===== config.mk =====
export PLATFORM = sky130hd
export DESIGN_NAME = cop_watchdog
export DESIGN_NICKNAME = d
export VERILOG_FILES = /design/src/rtl/wdg_pkg.sv /design/src/rtl/wdg_ctrl.sv /design/src/rtl/wdg_datapath.sv /design/src/rtl/cop_watchdog.sv
export SDC_FILE = /design/constraint.sdc
export NUM_CORES = 1
export LEC_CHECK = 0
export BUFFER_PORTS_ARGS = -buffer_cell sky130_fd_sc_hd__buf_4
export CAP_MARGIN = 10
export CELL_PAD_IN_SITES_DETAIL_PLACEMENT = 0
export CELL_PAD_IN_SITES_GLOBAL_PLACEMENT = 1
export CORE_MARGIN = 3
export CORE_UTILIZATION = 37
export DETAILED_ROUTE_END_ITERATION = 7
export GPL_TIMING_DRIVEN = 0
export PLACE_DENSITY = 0.76
export SYNTH_ARGS = -nofsm -noshare
export SYNTH_HDL_FRONTEND = slang
export SYNTH_SLANG_ARGS = --single-unit

===== constraint.sdc =====
create_clock -name clk -period 2.2 [get_ports clk]
set_input_delay 0.11 -clock clk [delete_from_list [all_inputs] [get_ports clk]]
set_output_delay 0.11 -clock clk [all_outputs]
set_load 0.05 [all_outputs]

===== src/rtl/wdg_pkg.sv =====
package wdg_pkg;
  typedef struct packed {
    logic step;     // advance the prescaler this cycle
    logic clrPre;   // clear the prescaler stage
    logic clrMain;  // clear the main stage
    logic fire;     // timeout reached, issue the pulse
  } wdgStrobe_t;
endpackage


===== src/rtl/wdg_ctrl.sv =====
module wdg_ctrl
  import wdg_pkg::*;
#(
  parameter int ADDR_W = 16,
  parameter logic [ADDR_W-1:0] SVC_ADDR = '1,
  parameter logic [ADDR_W-1:0] VEC_HI_ADDR = {{(ADDR_W-1){1'b1}}, 1'b0}
) (
  input  logic              copDis,
  input  logic              monMode,
  input  logic              stopMode,
  input  logic [ADDR_W-1:0] busAddr,
  input  logic              busWr,
  input  logic              vecFetch,
  input  logic              atLimit,
  output wdgStrobe_t        st
);
  logic active;
  logic svcHit;
  logic vecHit;

  always_comb begin
    active = !copDis && !monMode;
    svcHit = busWr && (busAddr == SVC_ADDR);
    vecHit = vecFetch && ((busAddr == SVC_ADDR) || (busAddr == VEC_HI_ADDR));
    st.step    = active && !stopMode;
    st.clrMain = !active || svcHit;
    st.clrPre  = !active || vecHit;
    st.fire    = st.step && atLimit && !st.clrMain && !st.clrPre;
  end
endmodule


===== src/rtl/wdg_datapath.sv =====
module wdg_datapath
  import wdg_pkg::*;
#(
  parameter int PRE_BITS   = 4,
  parameter int LONG_BITS  = 18,
  parameter int SHORT_BITS = 13
) (
  input  logic       clk,
  input  logic       rstN,
  input  logic       rateSel,
  input  wdgStrobe_t st,
  output logic       atLimit,
  output logic       rstReq
);
  localparam int MAIN_W = LONG_BITS - PRE_BITS;
  localparam int SHORT_MAIN_W = SHORT_BITS - PRE_BITS;
  localparam logic [MAIN_W-1:0] LIMIT_L = MAIN_W'((64'd1 << MAIN_W) - 64'd2);
  localparam logic [MAIN_W-1:0] LIMIT_S = MAIN_W'((64'd1 << SHORT_MAIN_W) - 64'd2);

  logic [PRE_BITS-1:0] preCnt;
  logic [MAIN_W-1:0]   mainCnt;
  logic                preFull;

  always_comb begin
    preFull = &preCnt;
    atLimit = preFull && (mainCnt == (rateSel ? LIMIT_L : LIMIT_S));
  end

  always_ff @(posedge clk or negedge rstN) begin
    if (!rstN) begin
      preCnt  <= '0;
      mainCnt <= '0;
      rstReq  <= 1'b0;
    end else if (st.fire) begin
      preCnt  <= '0;
      mainCnt <= '0;
      rstReq  <= 1'b1;
    end else begin
      rstReq <= 1'b0;
      if (st.clrPre)     preCnt <= '0;
      else if (st.step)  preCnt <= preCnt + 1'b1;
      if (st.clrMain)               mainCnt <= '0;
      else if (st.step && preFull)  mainCnt <= mainCnt + 1'b1;
    end
  end


  pulse_single_chk: assert property (@(posedge clk) disable iff (!rstN)
    rstReq |=> !rstReq);

  fire_zero_chk: assert property (@(posedge clk) disable iff (!rstN)
    rstReq |-> (preCnt == '0) && (mainCnt == '0));

  main_clear_chk: assert property (@(posedge clk) disable iff (!rstN)
    st.clrMain |=> (mainCnt == '0));

  hold_chk: assert property (@(posedge clk) disable iff (!rstN)
    (!st.step && !st.clrPre && !st.clrMain) |=> $stable(preCnt) && $stable(mainCnt));
endmodule


===== src/rtl/cop_watchdog.sv =====
module cop_watchdog
  import wdg_pkg::*;
#(
  parameter int ADDR_W     = 16,
  parameter int PRE_BITS   = 4,
  parameter int LONG_BITS  = 18,
  parameter int SHORT_BITS = 13,
  parameter logic [7:0] VEC_LO = 8'h5A
) (
  input  logic              clk,
  input  logic              rstN,
  input  logic              copDis,
  input  logic              monMode,
  input  logic              stopMode,
  input  logic              rateSel,
  input  logic [ADDR_W-1:0] busAddr,
  input  logic              busWr,
  input  logic              busRd,
  input  logic              vecFetch,
  output logic [7:0]        rdData,
  output logic              rstReq
);
  localparam logic [ADDR_W-1:0] SVC_ADDR = '1;

  wdgStrobe_t st;
  logic atLimit;

  wdg_ctrl #(.ADDR_W(ADDR_W), .SVC_ADDR(SVC_ADDR)) u_ctrl (
    .copDis(copDis), .monMode(monMode), .stopMode(stopMode),
    .busAddr(busAddr), .busWr(busWr), .vecFetch(vecFetch),
    .atLimit(atLimit), .st(st)
  );

  wdg_datapath #(.PRE_BITS(PRE_BITS), .LONG_BITS(LONG_BITS), .SHORT_BITS(SHORT_BITS)) u_dp (
    .clk(clk), .rstN(rstN), .rateSel(rateSel), .st(st),
    .atLimit(atLimit), .rstReq(rstReq)
  );

  assign rdData = (busRd && (busAddr == SVC_ADDR)) ? VEC_LO : 8'h00;


  quiet_chk: assert property (@(posedge clk) disable iff (!rstN)
    (copDis || monMode) |=> !rstReq);

  read_chk: assert property (@(posedge clk) disable iff (!rstN)
    (busRd && (busAddr == SVC_ADDR)) |-> (rdData == VEC_LO));
endmodule


After elaboration in Yosys (flattened, before gate mapping)
Cells that the tools add are included.
Storage, ports and cells
  bits in registers: 19
  input bits: 25
  word-level logic and storage cells: 39
Operators by class
  add/subtract/negate cells: 2
  equal/unequal tests: 3
  mux-type cells: 9
  reductions and logical operators: 22
Operator list (count)
  14-bit 2-to-1 mux: 4
  16-bit == test, second input constant: 2
  14-bit by 1-bit adder with 14-bit output, second input constant: 1
  14-bit == test: 1
  4-bit 2-to-1 mux: 3
  1-bit logical AND: 10
  7-bit 2-to-1 mux: 1
  1-bit logical NOT: 6
  3-bit nonzero test: 2
  4-bit by 1-bit adder with 4-bit output, second input constant: 1
  4-bit AND reduction: 1
  1-bit logical OR: 3
  1-bit 2-to-1 mux: 1

Longest topological paths before layout
  depth after elaboration: 8
  gate-level depth with buffers: 8
  mapped depth without buffers: 7

Modules after synthesis
From an unflattened synthesis, not the netlist that was laid out.
Second synthesis, totals
  cell total of the unflattened synthesis: 126
  area total of the unflattened synthesis: 1169.9 µm²
By module, submodules not included
  wdg_datapath: instances 1, cells each 101, area an instance 991.0 µm², seq. area each 475.5 µm²
  cop_watchdog: instances 1, cells each 14, area an instance 100.1 µm², seq. area each 0.0 µm²
  wdg_ctrl: instances 1, cells each 11, area an instance 78.8 µm², seq. area each 0.0 µm²

Least setup slack after synthesis
Ideal clock, no wire load.
  path type: register -> register
  start point: register u_dp.mainCnt[9]
  end point: register u_dp.mainCnt[0]
  library setup time: 0.119 ns
  data arrival time: 1.764 ns
  data required time: 2.081 ns
  slack: 0.318 ns
  stages on the path, launching flop included: 7
  path through: dfrtp_1 or4_1 a211oi_2 o2111ai_1 o21ai_2 buf_6 nor2_1
Between the ends
  word-level cells in the longest chain between the ends: 6
  elaborated cells between the ends (all ways): 7
  those cells by class: 1 x eq/ne; 1 x mux; 5 x reduce/logical
RTL lines
  start, declared: line wdg_datapath.sv:21  | logic [MAIN_W-1:0] mainCnt;
  start signal, assigned: line wdg_datapath.sv:43  | else if (st.step && preFull) mainCnt <= mainCnt + 1'b1;
  14-bit == test (*): line wdg_datapath.sv:26  | atLimit = preFull && (mainCnt == (rateSel ? LIMIT_L : LIMIT_S));
  1-bit logical AND (*): line wdg_datapath.sv:26
  1-bit logical AND (*) (3 in series): line wdg_ctrl.sv:28  | st.fire = st.step && atLimit && !st.clrMain && !st.clrPre;
  3-bit nonzero test (no source line) or 14-bit 2-to-1 mux (tied branches)
Every way passes the cells marked *; elsewhere a longest branch is shown, timed or not.
A chain may end at the register's enable or synchronous reset.

Worst setup path after layout
  start point: register u_dp.mainCnt[9]
  end point: register u_dp.mainCnt[12]
Between the ends
  word-level cells in the longest chain between the ends: 6
  elaborated cells between the ends (all ways): 10
  those cells by class: 1 x add/sub; 1 x eq/ne; 3 x mux; 5 x reduce/logical
RTL lines
  parallel branches: the longest is 6 deep, another holds 14-bit by 1-bit adder with 14-bit output
Parallel ways; which one is timed is not known. The select of a mux whose other input is x is not followed.

==> qor.csv <==
metric;value;unit
outcome;complete, no violations;
leakage;0.675;nW
fin crit share;95.0;%
Mapped Cells;119;
Reg clk slew, reported paths;0.11;ns
global-route wire length before repair;4.04;mm
DRT antenna net count;0;
crit-path cells;or4_1 > a211oi_2 > o2111ai_1 > o21ai_2 > buf_6 > nor2_1;
peak supply drop;0.428;mV
Setup crit end;u_dp.mainCnt[12];
crit path DAT;2.29;ns
Slew headroom;44.7;%
Util after Layout;51.4;%
H-tree depth;1;
critical path's slowest cell;or4_1;
dpl hpwl;1.89;mm
Compound-Gate Fraction of Synth Area;6.30;%
top-area cell type share of the netlist area;42.0;%
Fmax;0.479;GHz
final setup fails;0;
Iter 0 DRT Violations;28;
max-slew violations;0;
largest net degree at the start of global routing;20;
Tightest Pin Transition;0.822;ns
DRC errors left;0;
Post-synth EDFFs;0;
Post-Route WL;2.46;mm
Die W;61.3;um
GRT Residual Overflow;0;
top post-synthesis cells by area;dfrtp_1, nor2_1, xnor2_1;
RR Startpoint;u_dp.mainCnt[9];
area growth from synthesis to layout;28.5;%
core area;2830;sq um
wire length per cell;13.0;um
FF-to-FF End;u_dp.mainCnt[12];
CTS tree;done;
power density cells;430;nW/um^2
synthesized area;1130;sq um
Die Ht;61.3;um
Yosys cell types;32;
main combinational cell family by area after synthesis;simple AND/OR/NAND/NOR gates;
Synth top cells by count;nor2_1, dfrtp_1;
post-route cell area;1460;sq um
Max stage delay on crit path;0.54;ns
die area;3760;sq um
number of top-level pins;34;
Syn. warnings;0;
clock root cell;clkbuf_4;
average via count per standard cell;4.96;
# rows;19;
top-count cell post-synth;nor2_1;
proportion of synthesized area in mux cells;0.884;%
Layout Skew;0.00833;ns
Mean Syn Cell Area;9.52;sq um
Seq/Total Area, Yosys;42.0;%
Sink Count;19;
IO buf count;29;
endpoints failing hold;0;
Hold Crit Class;input port to flip-flop;
post-synthesis xor/xnor area fraction;12.4;%
Nets;187;
CP startpoint;u_dp.mainCnt[9];
Num CTS Buffers;3;
Setup crit end kind;flip-flop;
layout cells sized above 1;31.0;%
RSZ-0062 raised after global routing;false;
DRT Pass-1 Iters;4;
ANT cells;0;
Setup CP Type;flip-flop to flip-flop;
clock tree buffer depth;2;
gr usage total;14.8;%
FFs w/ async S/R, synth;100;%
Initial Util;40.0;%
Worst EP required;2.40;ns
Period minus WS final;2.09;ns
Top FF cell, synth;dfrtp_1;
Crit path max-delay family;compound AO/OA/AOI/OAI gates;
initial antenna violation count;0;
CP max FO;10;
setup slack, reg-to-reg;0.11;ns
max_cap viols;0;
later-pin clock latency in the skew report;0.31;ns
vias in the first global route;864;
Synth Area in Simple Gates;28.2;%
Placed Area;1400;sq um
via count;937;
Yosys top cell by area;dfrtp_1;
Reg2Reg Depth;6;
Critical path buffers and inverters;1;
setup ws final;0.111;ns
setup TNS;0;ns
pre-CTS setup slack;0.0787;ns
Final Wtd Congestion;0.735;
Hold WS;0.0827;ns
WP depth;6;
Worst setup SP type;flip-flop;
synthesized flop and latch total;19;
Synth Area in Adders;3.31;%
## worst min-delay path by stage
stage,startpoint,end,slack [ns],cells past startpoint
global placement,rstN,u_dp.mainCnt[12],0.005,1
detailed placement,rstN,u_dp.rstReq,0.004,1
floorplan,rstN,u_dp.mainCnt[0],-0.19,0
finish,vecFetch,u_dp.rstReq,0.08,3
CTS,vecFetch,u_dp.rstReq,0.08,3
global route,stopMode,u_dp.preCnt[0],0.1,3
## logic make-up (layout without fill, tap and decap cells)
logic type | count (synthesis) | count (layout)
adder cells (fa/ha/maj) | 3 | 3
AND/OR/NAND/NOR | 60 | 60
multiplexers | 1 | 1
XOR/XNOR | 16 | 16
flip-flops | 19 | 19
AO/OA/AOI/OAI | 9 | 9
other | 1 | 4
buffers and inverters | 10 | 46
## power breakdown
part / internal [W] / switching, W / leakage (nW)
logic: 0.0000433 / 0.0000439 / 0.396
registers: 0.000350 / 0.00000119 / 0.265
clock network: 0.0000693 / 0.000117 / 0.0139
## metal layers
layer / wire [um] / global-route usage (%) / share of wire, %
met3: 108 / 4.61 / 4.4
met1: 1160 / 19.9 / 47
met4: 14 / 2.79 / 0.57
met2: 1180 / 23.6 / 48
met5: 0 / 0 / 0
## metrics by stage
step | total power, W | std cells
after global routing | 0.000654 | 189
final | 0.000625 | 189
after CTS | 0.000628 | 187
after detailed placement | 0.000442 | 182
after global placement | 0.000441 | 182
after floorplan | 0.000393 | 122
## flip-flops by register name, summed over array words and instances, names as in the netlist
register,cells
u_dp.mainCnt,14
u_dp.preCnt,4
u_dp.rstReq,1
## worst min-delay path: stages
cell and delay (ns):
buf_4 0.09, a21o_1 0.08, a21oi_1 0.07
## area by class of cell
type | count | area (sq um)
plain buffers | 9 | 71.3
clock buffers | 3 | 22.5
clock inverters | 1 | 7.51
fillers | 277 | 1370
inverters | 1 | 3.75
multi-input cells | 93 | 593
flip-flops and latches | 19 | 475
well taps | 31 | 38.8
repair buffers | 32 | 243
## timing repair
item                                    CTS  global route
resized for setup                         0             1
endpoints found under the hold margin    19             0
hold buffers                              1             0
setup buffers                             0             2
endpoints found under the setup margin    0            11
## placed cells by master, fill, tap and decap left out, types with 2 or more instances in the layout
master and instances:
buf_4 38, nor2_1 23, dfrtp_1 19, nand4_1 8
nand3_1 8, xor2_1 8, xnor2_1 8, and3_1 7
clkbuf_4 4, nand2_1 4, conb_1 4, ha_1 3
nor3_1 2, a211oi_1 2
Note: power is estimated with default switching activity, not from simulation.
